===== src/rtl/i2f_pkg.sv =====
package i2f_pkg;
    localparam int INT_W   = 32;
    localparam int FP_W    = 32;
    localparam int EXP_W   = 8;
    localparam int FRAC_W  = 23;
    localparam int SIG_W   = FRAC_W + 1;
    localparam int BIAS    = 127;
    localparam int LZ_W    = $clog2(INT_W) + 1;
    localparam int FLAG_W  = 5;
    localparam int FLAG_NX = 0;
    // exponent of a value whose leading one sits in the top operand bit
    localparam int EXP_TOP = BIAS + INT_W - 1;

    typedef enum logic [2:0] {
        RM_NEAR_EVEN = 3'b000,
        RM_ZERO      = 3'b001,
        RM_DOWN      = 3'b010,
        RM_UP        = 3'b011,
        RM_NEAR_MAX  = 3'b100
    } rmode_e;

    typedef struct packed {
        logic             illegal;
        rmode_e           mode;
        logic             sign;
        logic             is_zero;
        logic             is_min;
        logic [INT_W-1:0] mag;
    } stage_t;

    function automatic logic [LZ_W-1:0] lead_zeros(logic [INT_W-1:0] v);
        logic [LZ_W-1:0] n;
        logic            hit;
        n   = '0;
        hit = 1'b0;
        for (int i = INT_W - 1; i >= 0; i--) begin
            if (!hit) begin
                if (v[i]) hit = 1'b1;
                else      n   = n + LZ_W'(1);
            end
        end
        return n;
    endfunction
endpackage


===== src/rtl/i2f_magnitude.sv =====
module i2f_magnitude
    import i2f_pkg::*;
(
    input  logic [INT_W-1:0] op,
    input  logic [2:0]       rm_code,
    output stage_t           stage
);
    logic bad_code;

    always_comb begin
        bad_code      = (rm_code > 3'd4);
        stage.illegal = bad_code;
        stage.mode    = bad_code ? RM_NEAR_EVEN : rmode_e'(rm_code);
        stage.sign    = op[INT_W-1];
        stage.is_zero = (op == '0);
        stage.is_min  = op[INT_W-1] && (op[INT_W-2:0] == '0);
        stage.mag     = op[INT_W-1] ? (~op + INT_W'(1)) : op;
    end
endmodule


===== src/rtl/i2f_normalize.sv =====
module i2f_normalize
    import i2f_pkg::*;
(
    input  logic [INT_W-1:0] mag,
    output logic [INT_W-1:0] norm,
    output logic [LZ_W-1:0]  shift
);
    always_comb begin
        shift = lead_zeros(mag);
        norm  = mag << shift;
    end
endmodule


===== src/rtl/i2f_round.sv =====
module i2f_round
    import i2f_pkg::*;
(
    input  logic             sign,
    input  rmode_e           mode,
    input  logic [INT_W-1:0] norm,
    input  logic [LZ_W-1:0]  shift,
    output logic [FP_W-1:0]  result,
    output logic             inexact
);
    localparam int GRD = INT_W - SIG_W - 1;

    logic [SIG_W-1:0] sig;
    logic             guard;
    logic             sticky;
    logic             lost;
    logic             inc;
    logic [SIG_W:0]   sum;
    logic [EXP_W-1:0] exp_less1;
    logic [FP_W-2:0]  body;

    always_comb begin
        sig    = norm[INT_W-1 -: SIG_W];
        guard  = norm[GRD];
        sticky = |norm[GRD-1:0];
        lost   = guard | sticky;
        case (mode)
            RM_NEAR_EVEN: inc = guard & (sticky | sig[0]);
            RM_ZERO:      inc = 1'b0;
            RM_DOWN:      inc = lost & sign;
            RM_UP:        inc = lost & ~sign;
            RM_NEAR_MAX:  inc = guard;
            default:      inc = 1'b0;
        endcase
        sum = {1'b0, sig} + {{SIG_W{1'b0}}, inc};
        // the hidden one of sum lands in the exponent field; a rounding
        // carry (sum = 2^24) adds one more and leaves the fraction zero
        exp_less1 = EXP_W'(EXP_TOP - 1) - EXP_W'(shift);
        body      = {exp_less1, {FRAC_W{1'b0}}} + (FP_W-1)'(sum);
        result    = {sign, body};
        inexact   = lost;
    end
endmodule


===== src/rtl/int_to_single_cvt.sv =====
module int_to_single_cvt
    import i2f_pkg::*;
(
    input  logic              clk,
    input  logic              rst,
    input  logic              in_valid,
    input  logic [INT_W-1:0]  in_int,
    input  logic [2:0]        in_rm,
    output logic              out_valid,
    output logic [FP_W-1:0]   out_float,
    output logic [FLAG_W-1:0] out_flags,
    output logic              out_illegal
);
    localparam logic [FP_W-1:0] MIN_RESULT =
        {1'b1, EXP_W'(EXP_TOP), {FRAC_W{1'b0}}};

    stage_t           s1_d;
    stage_t           s1_q;
    logic             s1_vld;
    logic [INT_W-1:0] norm_mag;
    logic [LZ_W-1:0]  lz;
    logic [FP_W-1:0]  rnd_res;
    logic             rnd_nx;
    logic [FP_W-1:0]  res_d;
    logic             nx_d;

    i2f_magnitude u_mag (
        .op      (in_int),
        .rm_code (in_rm),
        .stage   (s1_d)
    );

    always_ff @(posedge clk) begin
        if (rst) begin
            s1_vld <= 1'b0;
            s1_q   <= '0;
        end else begin
            s1_vld <= in_valid;
            if (in_valid) s1_q <= s1_d;
        end
    end

    i2f_normalize u_norm (
        .mag   (s1_q.mag),
        .norm  (norm_mag),
        .shift (lz)
    );

    i2f_round u_rnd (
        .sign    (s1_q.sign),
        .mode    (s1_q.mode),
        .norm    (norm_mag),
        .shift   (lz),
        .result  (rnd_res),
        .inexact (rnd_nx)
    );

    always_comb begin
        if (s1_q.illegal || s1_q.is_zero) begin
            res_d = '0;
            nx_d  = 1'b0;
        end else if (s1_q.is_min) begin
            res_d = MIN_RESULT;
            nx_d  = 1'b0;
        end else begin
            res_d = rnd_res;
            nx_d  = rnd_nx;
        end
    end

    always_ff @(posedge clk) begin
        if (rst) begin
            out_valid   <= 1'b0;
            out_float   <= '0;
            out_flags   <= '0;
            out_illegal <= 1'b0;
        end else begin
            out_valid <= s1_vld;
            if (s1_vld) begin
                out_float          <= res_d;
                out_flags          <= '0;
                out_flags[FLAG_NX] <= nx_d;
                out_illegal        <= s1_q.illegal;
            end
        end
    end
endmodule


===== config.mk =====
export PLATFORM = sky130hd
export DESIGN_NAME = int_to_single_cvt
export DESIGN_NICKNAME = d
export VERILOG_FILES = /design/src/rtl/i2f_pkg.sv /design/src/rtl/i2f_magnitude.sv /design/src/rtl/i2f_normalize.sv /design/src/rtl/i2f_round.sv /design/src/rtl/int_to_single_cvt.sv
export SDC_FILE = /design/constraint.sdc
export NUM_CORES = 1
export LEC_CHECK = 0
export BUFFER_PORTS_ARGS = -buffer_cell sky130_fd_sc_hd__buf_2
export CORE_MARGIN = 1.5
export CORE_UTILIZATION = 55
export CTS_BUF_LIST = sky130_fd_sc_hd__clkbuf_16
export CTS_CLUSTER_SIZE = 10
export DETAILED_ROUTE_END_ITERATION = 10
export GPL_TIMING_DRIVEN = 1
export PLACE_DENSITY_LB_ADDON = 0.1
export SLEW_MARGIN = 30
export SYNTH_ARGS = -nofsm -noshare
export SYNTH_HDL_FRONTEND = slang
export SYNTH_SLANG_ARGS = --single-unit

===== constraint.sdc =====
create_clock -name clk -period 29.6 [get_ports clk]
set_clock_uncertainty 0.05 [all_clocks]
set_input_delay 2.96 -clock clk [delete_from_list [all_inputs] [get_ports clk]]
set_output_delay 2.96 -clock clk [all_outputs]
set_load 0.02 [all_outputs]

==> impl_metrics.tcl, run 1 <==
set metrics [dict create \
    status "finished, final reports clean" \
    startpoint_type "flop" \
    drive_above_1_share_pct 9.05 \
    pwr-share-seq_pct 15.4 \
    cts_tree "done" \
    synth_commonest_cells "nor2_1, nand2_1, a21oi_1" \
    ys_types 92 \
    grt-ovfl-total 0 \
    yosysMostFrequentCell "nor2_1" \
    post-route-cell-area_mm2 0.0121 \
    crit_arrival_ns 24.75 \
    dp.cells 1878 \
    min_from "out_float[15]" \
    critPathKind "reg -> reg" \
    fillCellCount 1957 \
    hold_viol 0 \
    finalSetupTns_ns 0 \
    switching_share_pct 51.0 \
    setup_viol 0 \
    critPathCaptureType "flop" \
    io_buffers 72 \
    tightest_slew_ns 0.944 \
    cts_buffers 9 \
    synthTopCellsByArea "dfxtp_1, mux2i_1, xnor2_1" \
    fp.coreArea_mm2 0.0202 \
    p_comb_share_pct 70.4 \
    crit_fanout 27 \
    min_period_ns 24.59 \
    num_io_pins 77 \
    antenna_found_initial 0 \
    seq_area_frac_synth_pct 13.2 \
    intPower_uw 413 \
    wl_per_cell_um 18.1 \
    grt_pass1_wl_um 55400 \
    die_w_um 147 \
    area_growth_pct 6.26 \
    syn_area_per_cell_um2 7.00 \
    final_util_pct 59.7 \
    cts_hold_buf 0 \
    async_flop_share_pct 0 \
    critPathMostFrequentCell "ha_1" \
    rsz0062_at_grt "false" \
    reg2regPathDepth 126 \
    grt_max_degree 68 \
    initial_core_util_pct 56.2 \
    placed_area_mm2 0.0118 \
    ant_nets 0 \
    grtUsageTotal_pct 31.2 \
    finalCritPeriodShare_pct 83.1 \
    fin_nets 1692 \
    slew_viol_final 0 \
    required_ns 29.76 \
    r2r_start "s1_q[30]" \
    htreeDepth 3 \
    max_slew_margin_pct 37.1 \
    ys_seq_elements 75 \
    synth_top_area_share_pct 13.2 \
    first_global_vias 10800 \
    powerDensity_mw_per_mm2 69.8 \
    drt_wl_total_um 34300 \
    fp-row-count 52 \
    critPathSlowestCell "dfxtp_1" \
    cap_violations 0 \
    max_clock_freq_mhz 40.7 \
    rrSetupSlack_ns 5.01 \
    clockBufferDepth 2 \
    die_area_mm2 0.0216 \
    cts_root_buffer "clkbuf_16" \
    synth_edf_count 0 \
    drt-initial-drc-count 1084 \
    switching_power_uw 430 \
    first_pass_iters 6 \
    viasPerCell 6.23 \
    synth_cells 1625 \
    cts_resized 0 \
    post_cts_buffers 0 \
    regToRegEndpoint "out_float[20]" \
    clkLatencyLatePin_ns 0.34 \
    diodes 0 \
    hpwl_um 26600 \
    chipHeight_um 147 \
    routabilityCongestion 0.964 \
    clk_pin_slew_ns 0.06 \
    synth.cell_area_mm2 0.0114 \
    min_to "out_float[15]" \
    yosys_warnings 0 \
    final_cells 1894 \
    synth_top_area_cell "dfxtp_1" \
    peakVddDrop_uv 61.8 \
    clock-sinks 75 \
    hold-path-cell-count 2 \
    vias 11800 \
    cp_slowest_stage_delay_ns 0.53 \
    drc 0 \
    min_path_type "reg -> reg" \
    clkPwrFrac_pct 14.2 \
    p_leak_nw 4.79 \
    ys.flop_type "dfxtp_1" \
]
worst max-delay path: cells and delay by family (launching register included):
| family | cells | cell delay, ns |
|---|---|---|
| and+or+nand+nor | 34 | 4.43 |
| AOI/OAI and AO/OA | 39 | 6.07 |
| buffers and inverters | 10 | 1.43 |
| adders and majority gates | 30 | 9.76 |
| muxes | 12 | 1.96 |
| xor gates and xnor gates | 1 | 0.20 |
| DFF | 1 | 0.53 |
routing by layer:
metal | global-route usage, % | up-vias | routed length, um
met5 | 0 | - | 0
met4 | 12.7 | 0 | 1210
met3 | 3.48 | 82 | 1990
met2 | 52.4 | 416 | 16100
met1 | 40.8 | 5517 | 15000
li1 | - | 5787 | -
layout by cell type (no fill, tap or decap), types with 5 or more instances in the layout:
master,instances
nor2_1,199
nor2b_1,36
or2_2,8
o41ai_1,6
and3_1,16
ha_1,35
or4_1,10
mux2i_1,79
nand2b_1,21
xnor3_1,15
clkbuf_16,9
o21ai_1,20
nand3_1,36
a22oi_1,20
nand4_1,14
nor3_1,60
inv_1,39
o21ai_0,70
nand2_1,197
o21a_1,5
o211ai_1,9
buf_2,70
a21o_1,12
xor2_1,81
buf_4,12
nand3b_1,8
a21oi_1,107
nor3b_1,14
nor4_1,17
a22o_1,6
mux2_2,11
xnor2_1,88
dfxtp_1,75
o31ai_1,18
or3_1,18
a2111oi_0,6
a211oi_1,39
a31oi_1,19
and2_1,13
power groups by stage:
stage               registers (mW)  logic, mW  clock network, mW
finish                       0.130      0.593              0.120
CTS                          0.129      0.584              0.122
detailed placement           0.131      0.580                  0
global route                 0.132      0.647              0.126
global placement             0.131      0.572                  0
floorplan                    0.131      0.451                  0
state kept, by name, summed over array words and instances, names as in the netlist:
signal       count
out_flags        1
out_illegal      1
out_float       32
s1_vld           1
out_valid        1
s1_q            39
cell type report:
| cell class | instances | area, um^2 | area share (%) |
|---|---|---|---|
| Tap cell | 270 | 338 | 2.80 |
| Sequential cell | 75 | 1500 | 12.4 |
| Timing Repair Buffer | 82 | 440 | 3.64 |
| Inverter | 41 | 154 | 1.27 |
| Clock buffer | 9 | 225 | 1.86 |
| Clock inverter | 7 | 100 | 0.828 |
| Multi-Input combinational cell | 1410 | 9330 | 77.2 |
through the flow:
step / setup slack, ns / hold slack [ns] / power [mW]
after floorplan: 7.34 / 0.405 / 0.583
after global placement: 6.06 / 0.373 / 0.703
after detailed placement: 5.46 / 0.384 / 0.711
after CTS: 5.31 / 0.395 / 0.835
after global routing: 2.86 / 0.421 / 0.904
final: 5.01 / 0.391 / 0.843
how the worst max path moves through the flow:
stage / endpoint / slack, ns / startpoint / cells past startpoint
6_report: out_float[20] / 5.01 / s1_q[30] / 126
5_1_grt: out_float[28] / 2.86 / s1_q[30] / 125
4_1_cts: out_float[20] / 5.31 / s1_q[31] / 122
3_5_place_dp: out_float[20] / 5.46 / s1_q[31] / 122
3_3_place_gp: out_float[20] / 6.06 / s1_q[31] / 123
2_1_floorplan: out_float[20] / 7.34 / s1_q[30] / 126
cells by family (layout without fill, tap and decap cells):
family | count (synthesis) | count (layout) | share of synthesized area, %
DFF | 75 | 75 | 13.2
xor gates and xnor gates | 194 | 194 | 17.5
AOI/OAI and AO/OA | 385 | 385 | 21.6
buffers and inverters | 143 | 139 | 5.15
adders and majority gates | 36 | 36 | 3.94
and+or+nand+nor | 701 | 701 | 30.5
muxes | 90 | 90 | 8.04
other | 1 | 4 | 0.0330
Power figures use the tool's default switching activity.
==> inputs of run 2 (changes only) <==
==> constraint.sdc (replaced) <==
create_clock -name clk -period 23.3 [get_ports clk]
set_clock_uncertainty 0.05 [all_clocks]
set_input_delay 2.33 -clock clk [delete_from_list [all_inputs] [get_ports clk]]
set_output_delay 2.33 -clock clk [all_outputs]
set_load 0.02 [all_outputs]
==> run 2 against run 1 <==
  * Fmax grew 9.4%
  * Clock-buffer cell count is the same
  * Sequential share of layout area shrank 0.66 points
  * Routed wire length grew 3.0%
  * Worst hold slack gained 0.0023 ns
  * Critical path depth shrank 4
  * Sequential cell count is the same
  * Power grew 40%
  * Combinational power grew 46%
  * Largest power group unchanged
  * Highest routed layer unchanged
==> impl_metrics.tcl, run 2 (same netlist as run 1, synthesis figures left out) <==
set metrics [dict create \
    largest_reg_flops 39 \
    finalCritPeriodShare_pct 96.5 \
    crit_arrival_ns 22.64 \
    max_slew_margin_pct 40.9 \
    peakVddDrop_uv 75.3 \
    drc 0 \
    layout_common_cells "nand2_1, nor2_1, a21oi_1" \
    placed_area_mm2 0.0118 \
    powerDensity_mw_per_mm2 92.1 \
    first_global_vias 10800 \
    max_clock_freq_mhz 44.5 \
    grtUsageTotal_pct 31.4 \
    fin_hold_ws_ns 0.393 \
    grt-ovfl-total 0 \
    viasPerCell 6.14 \
    cp_slowest_stage_delay_ns 0.55 \
    final_cells 1938 \
    hpwl_um 26900 \
    crit_fanout 7 \
    p_leak_nw 5.07 \
    hold_viol 0 \
    chipHeight_um 147 \
    die_w_um 147 \
    tightest_slew_ns 0.879 \
    grt_pass1_wl_um 55300 \
    diodes 0 \
    min_path_type "reg -> reg" \
    setup_viol 0 \
    cap_violations 0 \
    multi_input_area_mm2 0.00969 \
    required_ns 23.46 \
    num_io_pins 77 \
    drt-initial-drc-count 932 \
    setup_ws_ns 0.823 \
    clk_pin_slew_ns 0.06 \
    min_period_ns 22.48 \
    cts_hold_buf 0 \
    critPathCaptureType "flop" \
    startpoint_type "flop" \
    initial_core_util_pct 56.2 \
    clockBufferDepth 2 \
    p_total_mw 1.18 \
    area_growth_pct 12.9 \
    clkLatencyLatePin_ns 0.34 \
    cts_root_buffer "clkbuf_16" \
    htreeDepth 3 \
    pre_cts_ws_ns -0.519 \
    regArea_mm2 0.00151 \
    fin_nets 1736 \
    clock-sinks 75 \
    cts_tree "done" \
    grt_max_degree 68 \
    io_buffers 72 \
    critPathKind "reg -> reg" \
    drive_above_1_share_pct 15.1 \
    fp.coreArea_mm2 0.0202 \
    first_pass_iters 6 \
    post-route-cell-area_mm2 0.0128 \
    die_area_mm2 0.0216 \
    routabilityCongestion 0.990 \
    regMostFlops "s1_q" \
    slew_viol_final 0 \
    drt_wl_total_um 35300 \
    vias 11900 \
    cts_buffers 9 \
    fillCellCount 1897 \
    critPathMostFrequentCell "ha_1" \
    fp-row-count 52 \
    top_regs "s1_q (39), out_float (32)" \
    antenna_found_initial 0 \
    ant_nets 0 \
    mostFrequentLayoutCell "nand2_1" \
    wl_per_cell_um 18.2 \
    status "finished, final reports clean" \
    critPathSlowestCell "or4_1" \
    dp.cells 1887 \
]
## run 2: repair_timing
item | 4_1_cts | 5_1_grt
endpoints found under the setup margin | 18 | 32
pin swaps | 1 | 40
resized for setup | 10 | 80
buffers inserted | 2 | 32
gates cloned | 0 | 1
## run 2: critical path, delay by kind of cell (launching register included)
family                     cells  cell delay, ns
DFF                            1            0.41
buffers and inverters          6            0.37
adders and majority gates     28            8.27
and+or+nand+nor               36            5.19
muxes                         10            1.63
xor gates and xnor gates       4            0.77
AOI/OAI and AO/OA             38            5.62
## run 2: final timing paths
kind	startpoint	depth (start not counted)	slack [ns]	endpoint
worst max-delay path	s1_q[28]	122	0.82	out_float[20]
worst min register to register	out_float[14]	2	0.39	out_float[14]
worst max register to register	s1_q[28]	122	0.82	out_float[20]
worst min-delay path	out_float[14]	2	0.39	out_float[14]
## run 2: metrics by stage
stage	TNS, ns	util [%]
2_1_floorplan	0	-
6_report	0	63.5
5_1_grt	-9.38	63.5
3_5_place_dp	-3.75	58.5
4_1_cts	0	60.3
3_3_place_gp	0	58.4
## run 2: layout make-up
type | instances | share of cell area [%]
multi-input combinational | 1410 | 75.5
sequential | 75 | 11.8
timing repair buffer | 126 | 6.37
tap | 270 | 2.63
clock buffer | 9 | 1.75
inverter | 41 | 1.23
clock inverter | 7 | 0.770
## run 2: power breakdown
part	total, mW	leakage (nW)	switching (mW)	internal [mW]
registers	0.165	0.618	0.0214	0.143
logic	0.863	4.29	0.509	0.354
clock network	0.155	0.162	0.0598	0.0948
## run 2: metal layers
metal  vias to the layer above  track usage, %  part of all wire, %
met5                         -               0                    0
met4                         0            12.9                  3.3
met3                        70            3.42                  5.2
met2                       410            52.7                   48
met1                      5554            40.9                   44
li1                       5873               -                    -
==> inputs of run 3 (changes only) <==
--- a/config.mk
+++ b/config.mk
@@ -13,6 +13,7 @@
 export DETAILED_ROUTE_END_ITERATION = 10
 export GPL_TIMING_DRIVEN = 1
 export PLACE_DENSITY_LB_ADDON = 0.1
+export RECOVER_POWER = 25
 export SLEW_MARGIN = 30
 export SYNTH_ARGS = -nofsm -noshare
 export SYNTH_HDL_FRONTEND = slang
==> run 3 against run 2 <==
  * The run now ends with capacitance limit, slew limit left
  * Non-clock buffer count unchanged
  * Utilization down 0.14 points
  * Power about the same
  * Largest power group unchanged
  * Clock power about the same
  * Die area unchanged
  * Worst hold slack better by 0.0027 ns
  * Worst setup slack worse by 0.010 ns
  * Sequential share of layout area about the same
  * Clock-buffer cell count unchanged
==> impl_metrics.tcl, run 3 (same netlist as run 1, synthesis figures left out) <==
set metrics [dict create \
    mostFrequentLayoutCell "nand2_1" \
    startpoint_type "flop" \
    fp-row-count 52 \
    fillCellCount 1905 \
    cts_root_buffer "clkbuf_16" \
    routabilityCongestion 0.990 \
    wl_per_cell_um 18.2 \
    placed_area_mm2 0.0118 \
    pwr-share-seq_pct 14.0 \
    grt_util_met3_pct 3.42 \
    cp_top_family "adder cells" \
    vias 11900 \
    reg2regPathDepth 122 \
    fp.coreArea_mm2 0.0202 \
    area_growth_pct 12.7 \
    slew_viol_final 68 \
    p_total_mw 1.18 \
    fin_nets 1736 \
    hold-path-cell-count 2 \
    use_met2_pct 52.7 \
    crit_arrival_ns 22.65 \
    cap_violations 1 \
    num_io_pins 77 \
    critPathMostFrequentCell "ha_1" \
    layout_common_cells "nand2_1, nor2_1, a21oi_1" \
    clkPwrFrac_pct 13.1 \
    largest_reg_flops 39 \
    post-route-cell-area_mm2 0.0128 \
    min_period_ns 22.49 \
    critPathSlowestCell "or4_1" \
    grt-ovfl-total 0 \
    cp-startpoint "s1_q[28]" \
    setup_viol 0 \
    tightest_slew_ns 2.73 \
    clk_pin_slew_ns 0.06 \
    failed_checks "capacitance limit, slew limit" \
    critPathCaptureType "flop" \
    cts_hold_buf 0 \
    powerDensity_mw_per_mm2 92.2 \
    switching_share_pct 50.0 \
    p_leak_nw 4.98 \
    switching_power_uw 591 \
    hold_viol 0 \
    path_buf_inv 6 \
    initial_core_util_pct 56.2 \
    die_area_mm2 0.0216 \
    clock-sinks 75 \
    antenna_found_initial 0 \
    regMostFlops "s1_q" \
    critPathKind "reg -> reg" \
    first_global_vias 10800 \
    viasPerCell 6.13 \
    drc 0 \
    setup_ws_ns 0.813 \
    finalCritPeriodShare_pct 96.5 \
    required_ns 23.46 \
    diodes 0 \
    grt_pass1_wl_um 55300 \
    status "finished with violations" \
    drt_wl_total_um 35200 \
    min_path_type "reg -> reg" \
    peakVddDrop_uv 75.3 \
    hpwl_um 26900 \
    die_w_um 147 \
    top_usage_layer "met2" \
    grt_max_degree 68 \
    intPower_uw 591 \
    clockBufferDepth 2 \
    cts_tree "done" \
    first_pass_iters 7 \
    p_comb_share_pct 72.9 \
    grtUsageTotal_pct 31.4 \
    ant_nets 0 \
    r2r_start "s1_q[28]" \
    clkLatencyLatePin_ns 0.34 \
    crit_end "out_float[20]" \
    gr-usage-met1_pct 40.9 \
    htreeDepth 3 \
    drt-initial-drc-count 927 \
    regToRegEndpoint "out_float[20]" \
    crit_fanout 7 \
    finalSetupTns_ns 0 \
    pre_cts_ws_ns -0.519 \
    max_slew_margin_pct -81.9 \
    drive_above_1_share_pct 13.9 \
    crit_cells 122 \
    chipHeight_um 147 \
    max_clock_freq_mhz 44.5 \
    cts_buffers 9 \
    rrSetupSlack_ns 0.81 \
    io_buffers 72 \
    top_regs "s1_q (39), out_float (32)" \
    cp_slowest_stage_delay_ns 0.55 \
]
run 3: cell types whose count changed in the layout (fill, tap and decap cells not counted):
cell | before | now
clkbuf_1 | 0 | 20
buf_4 | 50 | 49
buf_2 | 71 | 52
run 3: routing by layer:
metal	part of all wire, %	vias up	routed length [um]
met2	48	398	16800
met3	5.0	72	1750
met1	44	5540	15500
met4	3.3	0	1170
li1	-	5874	-
met5	0	-	0
run 3: worst min path at each step:
| stage | start | to | slack [ns] |
|---|---|---|---|
| after floorplan | s1_q[37] | s1_q[37] | 0.41 |
| after global placement | out_float[21] | out_float[21] | 0.38 |
| after detailed placement | out_float[24] | out_float[24] | 0.38 |
| after CTS | out_float[24] | out_float[24] | 0.39 |
| after global routing | out_float[15] | out_float[15] | 0.41 |
| final | out_float[14] | out_float[14] | 0.40 |
run 3: through the flow:
step	util, %	hold slack, ns	instances
6_report	63.3	0.396	1938
5_1_grt	63.3	0.407	1938
4_1_cts	60.3	0.394	1905
3_5_place_dp	58.5	0.385	1887
3_3_place_gp	58.4	0.384	1887
2_1_floorplan	-	0.405	1628
run 3: cell type report:
cell class                 instances  area [um^2]  share of cell area, %
multi-input combinational       1410         9690                   75.6
clock inverter                     7         98.8                  0.771
inverter                          41          158                   1.23
clock buffer                       9          225                   1.76
tap                              270          338                   2.64
sequential                        75         1510                   11.8
timing repair buffer             126          791                   6.17
run 3: power by group through the flow:
stage                     Sequential, mW  Combinational (mW)  Clock (mW)
after floorplan                    0.167               0.574           0
after global placement             0.166               0.741           0
after global routing               0.167               0.929       0.161
after CTS                          0.164               0.759       0.157
after detailed placement           0.166               0.749           0
final                              0.165               0.862       0.155
run 3: worst register-to-register path: cells and delay by family (launching register included):
family                   cells  cell delay (ns)
AO/OA/AOI/OAI               38             5.63
XOR/XNOR                     4             0.78
adder cells (fa/ha/maj)     28             8.25
buffers and inverters        6             0.37
flip-flops                   1             0.41
multiplexers                10             1.61
AND/OR/NAND/NOR             36             5.20
run 3: what timing repair did:
action | in CTS | in global routing
pin swaps | 1 | 40
endpoints found under the setup margin | 18 | 32
setup buffers | 2 | 32
resized for setup | 10 | 80
gates cloned | 0 | 1
